<file path="config.mk">
export PLATFORM = sky130hd
export DESIGN_NAME = irq_shadow_ctrl
export DESIGN_NICKNAME = d
export VERILOG_FILES = /design/src/rtl/irq_shadow_pkg.sv /design/src/rtl/irq_shadow_decode.sv /design/src/rtl/irq_shadow_edge.sv /design/src/rtl/irq_shadow_qbank.sv /design/src/rtl/irq_shadow_ctrl.sv
export SDC_FILE = /design/constraint.sdc
export NUM_CORES = 1
export LEC_CHECK = 0
export BUFFER_PORTS_ARGS = -buffer_cell sky130_fd_sc_hd__buf_2
export CAP_MARGIN = 20
export CORE_MARGIN = 3
export CORE_UTILIZATION = 40
export CTS_CLUSTER_DIAMETER = 100
export DETAILED_ROUTE_END_ITERATION = 16
export HOLD_SLACK_MARGIN = 0.15
export PLACE_DENSITY_LB_ADDON = 0.3
export SETUP_SLACK_MARGIN = 0.4
export SYNTH_ARGS = -nofsm -noshare
export SYNTH_HDL_FRONTEND = slang
export SYNTH_SLANG_ARGS = --single-unit
</file>
<file path="constraint.sdc">
create_clock -name clk -period 13.8 [get_ports clk]
set_input_delay 2.07 -clock clk [delete_from_list [all_inputs] [get_ports clk]]
set_output_delay 2.07 -clock clk [all_outputs]
set_load 0.02 [all_outputs]
</file>
<file path="src/rtl/irq_shadow_pkg.sv">
package irq_shadow_pkg;
  localparam logic [6:0] CUSTOM0_OPC = 7'b0001011;

  typedef enum logic [6:0] {
    F7_GETQ    = 7'd0,
    F7_SETQ    = 7'd1,
    F7_RETIRQ  = 7'd2,
    F7_MASKIRQ = 7'd3,
    F7_WAITIRQ = 7'd4,
    F7_TIMER   = 7'd5
  } ci_op_e;

  typedef struct packed {
    logic       getq;
    logic       setq;
    logic       retirq;
    logic       maskirq;
    logic       waitirq;
    logic       timer;
    logic [4:0] rd;
  } ci_dec_t;

  localparam int EXC_INSTR_BIT = 1;
  localparam int EXC_ALIGN_BIT = 2;
endpackage

</file>
<file path="src/rtl/irq_shadow_decode.sv">
module irq_shadow_decode
  import irq_shadow_pkg::*;
(
  input  logic        valid_i,
  input  logic [31:0] instr_i,
  output ci_dec_t     dec_o
);
  logic   hit;
  ci_op_e op;

  assign hit = valid_i && (instr_i[6:0] == CUSTOM0_OPC);
  assign op  = ci_op_e'(instr_i[31:25]);

  always_comb begin
    dec_o         = '0;
    dec_o.rd      = instr_i[11:7];
    dec_o.getq    = hit && (op == F7_GETQ);
    dec_o.setq    = hit && (op == F7_SETQ);
    dec_o.retirq  = hit && (op == F7_RETIRQ);
    dec_o.maskirq = hit && (op == F7_MASKIRQ);
    dec_o.waitirq = hit && (op == F7_WAITIRQ);
    dec_o.timer   = hit && (op == F7_TIMER);
  end
endmodule

</file>
<file path="src/rtl/irq_shadow_edge.sv">
module irq_shadow_edge #(
  parameter int NUM_IRQ = 32,
  parameter bit LATCHED = 1'b1
) (
  input  logic               clk,
  input  logic               rst_n,
  input  logic [NUM_IRQ-1:0] lines_i,
  output logic [NUM_IRQ-1:0] raw_o,
  output logic [NUM_IRQ-1:0] rise_o,
  output logic [NUM_IRQ-1:0] drop_o
);
  logic [NUM_IRQ-1:0] raw_q;

  always_ff @(posedge clk or negedge rst_n) begin
    if (!rst_n) raw_q <= '0;
    else        raw_q <= lines_i;
  end

  assign raw_o  = raw_q;
  assign rise_o = lines_i & ~raw_q;

  generate
    if (LATCHED) begin : g_latched
      assign drop_o = '0;
    end else begin : g_level
      assign drop_o = raw_q & ~lines_i;
    end
  endgenerate
endmodule

</file>
<file path="src/rtl/irq_shadow_qbank.sv">
module irq_shadow_qbank #(
  parameter int XLEN  = 32,
  parameter int NUM_Q = 4,
  localparam int QW   = $clog2(NUM_Q)
) (
  input  logic            clk,
  input  logic            rst_n,
  input  logic            entry_we_i,
  input  logic [XLEN-1:0] entry_pc_i,
  input  logic [XLEN-1:0] entry_set_i,
  input  logic            wr_en_i,
  input  logic [QW-1:0]   wr_idx_i,
  input  logic [XLEN-1:0] wr_data_i,
  input  logic [QW-1:0]   rd_idx_i,
  output logic [XLEN-1:0] rd_data_o,
  output logic [XLEN-1:0] q0_o
);
  logic [XLEN-1:0] q_q [NUM_Q];

  generate
    for (genvar i = 0; i < NUM_Q; i++) begin : g_q
      logic            en;
      logic [XLEN-1:0] d;
      always_comb begin
        en = wr_en_i && (wr_idx_i == QW'(i));
        d  = wr_data_i;
        if (entry_we_i && i == 0) begin
          en = 1'b1;
          d  = entry_pc_i;
        end else if (entry_we_i && i == 1) begin
          en = 1'b1;
          d  = entry_set_i;
        end
      end
      always_ff @(posedge clk or negedge rst_n) begin
        if (!rst_n)  q_q[i] <= '0;
        else if (en) q_q[i] <= d;
      end
    end
  endgenerate

  assign rd_data_o = q_q[rd_idx_i];
  assign q0_o      = q_q[0];
endmodule

</file>
<file path="src/rtl/irq_shadow_ctrl.sv">
module irq_shadow_ctrl
  import irq_shadow_pkg::*;
#(
  parameter int          NUM_IRQ = 32,
  parameter int          XLEN    = 32,
  parameter int          NUM_Q   = 4,
  parameter bit          LATCHED = 1'b1,
  parameter logic [31:0] VECTOR  = 32'h0000_0010
) (
  input  logic               clk,
  input  logic               rst_ni,
  input  logic [NUM_IRQ-1:0] irq_lines_i,
  input  logic               exc_instr_i,
  input  logic               exc_align_i,
  input  logic [XLEN-1:0]    pc_i,
  input  logic               ci_valid_i,
  input  logic [31:0]        ci_instr_i,
  input  logic [XLEN-1:0]    ci_rs1_i,
  input  logic [XLEN-1:0]    tmr_count_i,
  output logic               rf_we_o,
  output logic [4:0]         rf_waddr_o,
  output logic [XLEN-1:0]    rf_wdata_o,
  output logic               redir_valid_o,
  output logic [XLEN-1:0]    redir_pc_o,
  output logic               wfi_req_o,
  output logic               halt_o,
  output logic               tmr_load_o,
  output logic [XLEN-1:0]    tmr_value_o
);
  localparam int QW = $clog2(NUM_Q);
  localparam logic [NUM_IRQ-1:0] EXC_BITS =
    (NUM_IRQ'(1) << EXC_INSTR_BIT) | (NUM_IRQ'(1) << EXC_ALIGN_BIT);

  // reset: asserted asynchronously, released on a clock edge
  logic [1:0] rst_sync_q;
  logic       rst_sync_n;
  always_ff @(posedge clk or negedge rst_ni) begin
    if (!rst_ni) rst_sync_q <= 2'b00;
    else         rst_sync_q <= {rst_sync_q[0], 1'b1};
  end
  assign rst_sync_n = rst_sync_q[1];

  // state
  logic [NUM_IRQ-1:0] pend_q, pend_d;
  logic [NUM_IRQ-1:0] mask_q;
  logic               masked_q, masked_d;
  logic               wfi_q, wfi_d;
  logic               halt_q, halt_d;
  logic               rf_we_q, rf_we_d;
  logic [4:0]         rf_waddr_q;
  logic [XLEN-1:0]    rf_wdata_q, rf_wdata_d;
  logic               redir_q, redir_d;
  logic [XLEN-1:0]    redir_pc_q, redir_pc_d;
  logic               tload_q, tload_d;
  logic [XLEN-1:0]    tvalue_q;

  // submodules
  logic [NUM_IRQ-1:0] raw, rise, drop;
  ci_dec_t            dec;
  logic [XLEN-1:0]    q_rd, q0;

  irq_shadow_edge #(.NUM_IRQ(NUM_IRQ), .LATCHED(LATCHED)) u_edge (
    .clk(clk), .rst_n(rst_sync_n), .lines_i(irq_lines_i),
    .raw_o(raw), .rise_o(rise), .drop_o(drop)
  );

  irq_shadow_decode u_dec (
    .valid_i(ci_valid_i), .instr_i(ci_instr_i), .dec_o(dec)
  );

  // interrupt evaluation
  logic [NUM_IRQ-1:0] serv, exc_pend, exc_set;
  logic               fault, take, act, act_q_wr;

  always_comb begin
    serv     = masked_q ? '0 : (pend_q & ~mask_q);
    exc_pend = pend_q & EXC_BITS;
    fault    = (exc_pend != '0) && (masked_q || ((exc_pend & mask_q) != '0));
    take     = (serv != '0) && !fault && !halt_q;
    act      = !take && !halt_q;
    act_q_wr = act && dec.setq;
    exc_set  = '0;
    exc_set[EXC_INSTR_BIT] = exc_instr_i;
    exc_set[EXC_ALIGN_BIT] = exc_align_i;
  end

  irq_shadow_qbank #(.XLEN(XLEN), .NUM_Q(NUM_Q)) u_q (
    .clk(clk), .rst_n(rst_sync_n),
    .entry_we_i(take), .entry_pc_i(pc_i), .entry_set_i(XLEN'(serv)),
    .wr_en_i(act_q_wr), .wr_idx_i(ci_instr_i[7 +: QW]), .wr_data_i(ci_rs1_i),
    .rd_idx_i(ci_instr_i[15 +: QW]), .rd_data_o(q_rd), .q0_o(q0)
  );

  // next state
  always_comb begin
    pend_d = pend_q;
    if (take) pend_d = pend_d & ~serv;
    if (act && dec.retirq) pend_d = pend_d | raw;
    pend_d = (pend_d | rise | exc_set) & ~drop;

    masked_d = masked_q;
    if (take)                   masked_d = 1'b1;
    else if (act && dec.retirq) masked_d = 1'b0;

    wfi_d = wfi_q;
    if (take)                    wfi_d = 1'b0;
    else if (act && dec.waitirq) wfi_d = 1'b1;

    halt_d = halt_q | fault;

    rf_we_d = act && (dec.getq || dec.maskirq || dec.timer) && (dec.rd != 5'd0);
    if (dec.maskirq)    rf_wdata_d = XLEN'(mask_q);
    else if (dec.timer) rf_wdata_d = tmr_count_i;
    else                rf_wdata_d = q_rd;

    redir_d    = take || (act && dec.retirq);
    redir_pc_d = take ? XLEN'(VECTOR) : q0;
    tload_d    = act && dec.timer;
  end

  // registers
  always_ff @(posedge clk or negedge rst_sync_n) begin
    if (!rst_sync_n) begin
      pend_q   <= '0;
      masked_q <= 1'b0;
      wfi_q    <= 1'b0;
      halt_q   <= 1'b0;
      rf_we_q  <= 1'b0;
      redir_q  <= 1'b0;
      tload_q  <= 1'b0;
    end else begin
      pend_q   <= pend_d;
      masked_q <= masked_d;
      wfi_q    <= wfi_d;
      halt_q   <= halt_d;
      rf_we_q  <= rf_we_d;
      redir_q  <= redir_d;
      tload_q  <= tload_d;
    end
  end

  always_ff @(posedge clk or negedge rst_sync_n) begin
    if (!rst_sync_n)              mask_q <= '1;
    else if (act && dec.maskirq)  mask_q <= ci_rs1_i[NUM_IRQ-1:0];
  end

  always_ff @(posedge clk or negedge rst_sync_n) begin
    if (!rst_sync_n) begin
      rf_waddr_q <= '0;
      rf_wdata_q <= '0;
    end else if (rf_we_d) begin
      rf_waddr_q <= dec.rd;
      rf_wdata_q <= rf_wdata_d;
    end
  end

  always_ff @(posedge clk or negedge rst_sync_n) begin
    if (!rst_sync_n)  redir_pc_q <= '0;
    else if (redir_d) redir_pc_q <= redir_pc_d;
  end

  always_ff @(posedge clk or negedge rst_sync_n) begin
    if (!rst_sync_n)  tvalue_q <= '0;
    else if (tload_d) tvalue_q <= ci_rs1_i;
  end

  assign rf_we_o       = rf_we_q;
  assign rf_waddr_o    = rf_waddr_q;
  assign rf_wdata_o    = rf_wdata_q;
  assign redir_valid_o = redir_q;
  assign redir_pc_o    = redir_pc_q;
  assign wfi_req_o     = wfi_q;
  assign halt_o        = halt_q;
  assign tmr_load_o    = tload_q;
  assign tmr_value_o   = tvalue_q;
endmodule

</file>
# Word level (Yosys, flattened, before mapping)
# Cells that the tools add are included.
dict set report classes {
  order_cmp 1
  n_eq_ne 9
  n_mux 17
  bitwise 12
  n_reduce_logical 37
}
# operator n
set ops {}
lappend ops {{$mux 32} 10}
lappend ops {{$and 32x32->32} 3}
lappend ops {{$not 32->32} 3}
lappend ops {{$reduce_bool 32->1} 3}
lappend ops {{$bmux 32 s2} 1}
lappend ops {{$or 32x32->32} 2}
lappend ops {{$and 3x32->32} 1}
lappend ops {{$or 32x3->32} 1}
lappend ops {{$logic_and 1x1->1} 22}
lappend ops {{$eq 7x2->1 const B} 2}
lappend ops {{$eq 7x3->1 const B} 2}
lappend ops {{$eq 7x1->1 const B} 1}
lappend ops {{$eq 7x4->1 const B} 1}
lappend ops {{$logic_not 7->1} 1}
lappend ops {{$mux 1} 6}
lappend ops {{$reduce_bool 5->1} 1}
lappend ops {{$eq 2x2->1 const B} 2}
lappend ops {{$logic_or 1x1->1} 4}
lappend ops {{$reduce_bool 2->1} 2}
lappend ops {{$ge 3x3->1 const B} 1}
lappend ops {{$logic_not 1->1} 3}
lappend ops {{$not 2->3} 1}
lappend ops {{$eq 2x1->1 const B} 1}
lappend ops {{$logic_not 2->1} 1}
lappend ops {{$or 1x1->1} 1}
dict set report word_totals {
  register_bits 333
  in_bits 165
  out_inout_bits 106
  word_cells 94
}

# Depth between registers and ports, before layout
dict set report depth {
  word_depth 13
  mapped_depth 10
  depth_no_buf 6
}

# By module
# A second synthesis with hierarchy kept.
dict set report hier_totals {
  hier_cells 1378
  hier_area_um2 16171.8
}
# module instances cells_per_inst area_each_um2 seq_area_each_um2
set by_module_without_submodules {}
lappend by_module_without_submodules {irq_shadow_ctrl 1 767 8197.9 4369.2}
lappend by_module_without_submodules {irq_shadow_qbank 1 492 6314.8 3203.1}
lappend by_module_without_submodules {irq_shadow_edge 1 97 1485.2 800.8}
lappend by_module_without_submodules {irq_shadow_decode 1 22 173.9 0.0}

# Worst setup path before layout
# No wires, ideal clock.
dict set report synth_timing {
  kind {input port to flip-flop}
  start {input port ci_instr_i[5]}
  end {register rf_wdata_q[10] (netlist: rf_wdata_o[10])}
  setup_time_ns 0.125
  arrival_ns 4.352
  required_ns 13.675
  setup_slack_ns 9.324
  cell_stages 10
  n_path_buf 4
  path_cell_list {or4_4 -> buf_6 -> or4_4 -> buf_6 -> or3b_1 -> buf_2 -> buf_6 -> o32ai_1 -> nor2_1 -> mux2_2}
}
dict set report synth_via {
  elab_chain_cells 7
  elab_cells_between_ends 11
  cone_classes {eq/ne: 1; mux: 2; reduce/logical: 8}
}
# item line
set synth_rtl {}
lappend synth_rtl {{start: declaration} irq_shadow_ctrl.sv:17} ;# input logic [31:0] ci_instr_i,
lappend synth_rtl {{$eq 7x4->1 *} irq_shadow_decode.sv:11} ;# assign hit = valid_i && (instr_i[6:0] == CUSTOM0_OPC);
lappend synth_rtl {{$logic_and 1x1->1 *} irq_shadow_decode.sv:11}
lappend synth_rtl {{$logic_and 1x1->1, on equally long branches} {irq_shadow_decode.sv:17, irq_shadow_decode.sv:20}}
lappend synth_rtl {{$logic_or 1x1->1 (2 in series)} irq_shadow_ctrl.sv:111} ;# rf_we_d = act && (dec.getq || dec.maskirq || dec.timer) && (dec.rd != 5'd0);
lappend synth_rtl {{$logic_and 1x1->1 (2 in series)} irq_shadow_ctrl.sv:111}
lappend synth_rtl {{end signal: assignment} irq_shadow_ctrl.sv:153} ;# rf_wdata_q <= rf_wdata_d;
lappend synth_rtl {{end: declaration} irq_shadow_ctrl.sv:51} ;# logic [XLEN-1:0] rf_wdata_q, rf_wdata_d;
# Every way passes the cells marked *; elsewhere a longest branch is shown, timed or not.
# A chain may end at the register's enable or synchronous reset.

# Worst setup path in the final report
dict set report layout_timing {
  start {input port ci_instr_i[28]}
  end {register mask_q[0]}
}
dict set report layout_via {
  elab_chain_cells 3
}
# item line
set layout_rtl {}
lappend layout_rtl {{$eq 7x2->1} irq_shadow_decode.sv:20} ;# dec_o.maskirq = hit && (op == F7_MASKIRQ);
lappend layout_rtl {{$logic_and 1x1->1} irq_shadow_decode.sv:20}
lappend layout_rtl {{$logic_and 1x1->1} irq_shadow_ctrl.sv:144} ;# else if (act && dec.maskirq) mask_q <= ci_rs1_i[NUM_IRQ-1:0];
lappend layout_rtl {{end signal: assignment} irq_shadow_ctrl.sv:144}
lappend layout_rtl {{end: declaration} irq_shadow_ctrl.sv:45} ;# logic [NUM_IRQ-1:0] mask_q;
# No other way between the ends.

==> results by group <==
Outcome
  – Outcome: complete, no violations

CTS
  – Number of buffers on the longest clock path: 3
  – CTS Sinks: 333
  – Number of clock buffers inserted by TritonCTS: 38
  – Post-cts gate resize count: 0
  – Clock slew seen by the registers of the worst setup and hold paths: 0.06 ns
  – Buffer type at the clock tree root: clkbuf_16
  – Setup repair bufs after CTS: 0
  – # hold bufs at CTS: 0
  – Number of levels the H-tree was split into: 2
  – Clock tree from TritonCTS: built
  – Clk Latency, worst-skew pair: 0.55 ns

Critical path
  – Maximum fanout encountered on the critical timing path: 18
  – FF-to-FF setup slack: 9.96 ns
  – Req. time, crit path: 14.26 ns
  – Reg2Reg Depth: 8
  – Critical Path Start Type: primary input
  – Critical register-to-register path endpoint: mask_q[0]
  – Worst setup EP type: flop
  – Class of the most critical setup path: in -> reg
  – CP Data Arrival Time: 5.33 ns
  – Startpoint of the worst register-to-register path: mask_q[9]

Power and ir drop
  – Internal portion of total power: 1.59 mW
  – Switching portion of total power: 22.8%
  – Leakage power summed over all cells: 10.1 nW
  – Total power after layout: 2.06 mW
  – Part of the total power dissipated in combinational logic: 4.6%
  – Power share of the clock group: 47.0%
  – Power density over the cells: 113 nW/um2
  – Part of the power in registers: 48.4%
  – Max rail drop VDD: 0.0796 mV
  – Net switching component of the power: 470 uW

Yosys
  – Biggest area contributors in the synthesized netlist: dfrtp_1, mux2_1, dfstp_2
  – Cell Area, Synth: 15,300 um2
  – Synthesized area divided by synthesized cell count: 12.1 um2
  – Synth Flop Type: dfrtp_1
  – Cell type contributing the most total cell area after synthesis: dfrtp_1
  – Synthesis Warnings: 0
  – Sequential element share of the synthesized area: 54.8%
  – Number of synthesized flops with an enable pin: 0
  – Post-Syn Instances: 1,265
  – Syn_nets: 1,430
  – Register bit count reported by yosys: 333
  – Post-synth ARST share: 100%
  – Area share of the largest cell type after synthesis: 49.3%
  – Library cells used by synthesis: 53

Die
  – Top-level port count: 271
  – Row count: 70
  – Initial cell density of the core: 41.2%
  – Area enclosed by the die boundary: 40,600 um2
  – Core Region: 37,100 um2
  – DIE HEIGHT: 201 um
  – Die width: 201 um

Routing
  – DRC violation total after the first TritonRoute iteration: 700
  – Routed Antenna Nets: 0
  – WL final: 44.9 mm
  – Routed length per instance: 22.1 um
  – Length of the first detailed-routing pass in iterations: 5
  – Via count: 11.0k
  – Number of remaining DRC errors: 0
  – Vias per inst: 5.40

Timing
  – Worst-case clock skew: 0.0153 ns
  – Setup Total Neg Slack: 0 ns
  – Worst slew margin relative to its limit: 24.9%
  – Final Max Slew Viols: 0
  – WHS: 0.353 ns
  – Slew at the pin with the worst max-slew slack: 1.13 ns
  – Number of failing hold endpoints at the final stage: 0
  – Time the worst path needs with I/O delays and setup: 4.87 ns
  – Setup-violating endpoint count in the final report: 0
  – Maximum clock frequency: 0.206 GHz
  – Setup repair after global routing missed its margin: false
  – Period Utilization, post-route: 35.3%

Global routing
  – Overflow after GRT: 0
  – Vias in the first global route: 11.5k
  – GRT Resource Usage Total: 22.2%
  – Antenna violations before repair: 4
  – Pin count of the biggest net entering global routing: 79
  – Wire length of the first global-routing pass: 69.7 mm

Min path
  – Endpoint of the worst hold-timing path: rst_sync_q[1]
  – Instance count along the most critical hold path: 0
  – Worst min-delay path class: reg -> reg
  – Worst Hold Launch: rst_sync_q[0]

Run
  – Maxcap violations: 0

Place
  – Weighted congestion reported at the end of routability-driven placement: 0.750
  – PortBufs: 259
  – Half-perimeter wire length after placement: 28.8 mm
  – Placement Cell Area: 17,100 um2

Final layout
  – Final standard cell area without fillers: 18,200 um2
  – Relative area change from synthesis to final layout: 19.4%
  – Fraction of layout instances using a drive strength above 1: 31.0%
  – Filler cell count in the final layout: 3,396
  – Number of nets in the layout: 1,662
-- power groups by stage --
stage | Combinational [mW] | Clock (mW) | Sequential [mW]
3_3_place_gp | 0.0947 | 0 | 1.01
2_1_floorplan | 0.0357 | 0 | 1.02
4_1_cts | 0.0968 | 0.993 | 0.996
6_report | 0.0950 | 0.968 | 0.996
3_5_place_dp | 0.0965 | 0 | 1.01
5_1_grt | 0.107 | 1.04 | 0.997
-- registers in the layout, indices dropped and copies added (netlist names) --
name           count
rst_sync_q         2
mask_q            32
wfi_req_o          1
rf_wdata_o        32
redir_valid_o      1
tmr_value_o       32
u_q.q0_o          32
pend_q            32
masked_q           1
rf_we_o            1
redir_pc_o        32
u_q.q_q           96
halt_o             1
tmr_load_o         1
u_edge.raw_o      32
rf_waddr_o         5
-- area by class of cell --
class	instances	area (um2)	area share (%)
repair buffers	277	1430	7.85
clock buffers	62	1140	6.26
flip-flops and latches	333	8380	45.9
diodes	2	5.00	0.0274
multi-input cells	741	6210	34.1
inverters	106	398	2.18
clock inverters	7	42.5	0.233
well taps	504	631	3.46
-- metal layers --
layer / track usage (%) / up-vias / routed length (um)
met5: 0 / - / 28
met4: 5.51 / 4 / 912
met3: 4.17 / 65 / 2510
met2: 37.0 / 310 / 21800
met1: 30.2 / 5627 / 19700
li1: - / 4971 / -
-- Yosys cell counts (3+ instances only) --
cell       number
a211o_1         3
buf_2          15
dfrtp_1       301
mux4_2         32
nor3_1         10
o21a_1         27
inv_1         105
and3_1          3
a2bb2oi_1       3
mux2_2         57
nand2b_1       26
clkbuf_1       60
mux2i_1        63
mux2_1        108
a21o_1         62
nand3_1         3
dfstp_2        32
o32ai_1        31
buf_1           5
nor2b_1         3
a32o_1         29
nor4_1          7
nand2_1        73
o21ai_1        30
o21ai_0         6
a21oi_1        63
buf_6           5
nor2_1         68
o2111ai_1       8
-- per-stage QoR --
| stage | std cells | utilization [%] | setup slack, ns |
|---|---|---|---|
| final | 2032 | 49.1 | 8.93 |
| after global placement | 1961 | 45.9 | 8.42 |
| after detailed placement | 1961 | 45.9 | 8.40 |
| after floorplan | 1265 | - | 3.89 |
| after global routing | 2031 | 49.1 | 8.88 |
| after CTS | 2030 | 49.1 | 8.98 |
-- worst max path at each step --
stage / from / to / slack [ns] / depth (start not counted)
floorplan: rst_sync_q[1] / halt_o / 3.89 / 0
global placement: ci_instr_i[28] / mask_q[7] / 8.42 / 8
detailed placement: ci_instr_i[28] / mask_q[8] / 8.40 / 8
CTS: ci_instr_i[28] / mask_q[1] / 8.98 / 8
global route: ci_instr_i[28] / mask_q[11] / 8.88 / 8
finish: ci_instr_i[28] / mask_q[0] / 8.93 / 8
-- logic make-up after synthesis --
logic type	count (synthesis)	synth area share, %
muxes	260	21.0
xor gates and xnor gates	1	0.0573
AOI/OAI and AO/OA	269	12.5
DFF	333	54.8
other	1	0.0245
buffers and inverters	191	5.06
and+or+nand+nor	210	6.58
-- critical path, stage by stage --
cell,delay [ns]
buf_2,0.10
or4b_1,0.66
or4_1,0.61
nor2_1,0.12
nand2_1,0.09
nor3_4,0.80
buf_4,0.50
mux2_1,0.36
-- placed cells by master, fill, tap and decap left out, drive strengths merged, types with 2 or more instances in the layout --
cell type  synthesis  final
nor3              11     11
dfstp             32     32
a21o              62     62
mux4              32     32
o21ai             36     36
a32o              29     29
mux2             165    165
nor4               9      9
nor2b              3      3
nand3              3      3
o21a              27     27
or2                2      2
or4b               2      2
nor2              68     68
inv              106    108
clkbuf            60     62
or4                3      3
nand2             73     73
a2bb2oi            3      3
a21oi             63     63
o2111ai            8      8
diode              0      2
clkinv             0      5
o211ai             2      2
and3               3      3
o32ai             31     31
nand2b            26     26
buf               25    277
dfrtp            301    301
mux2i             63     63
a211o              3      3
Power figures use the tool's default switching activity.
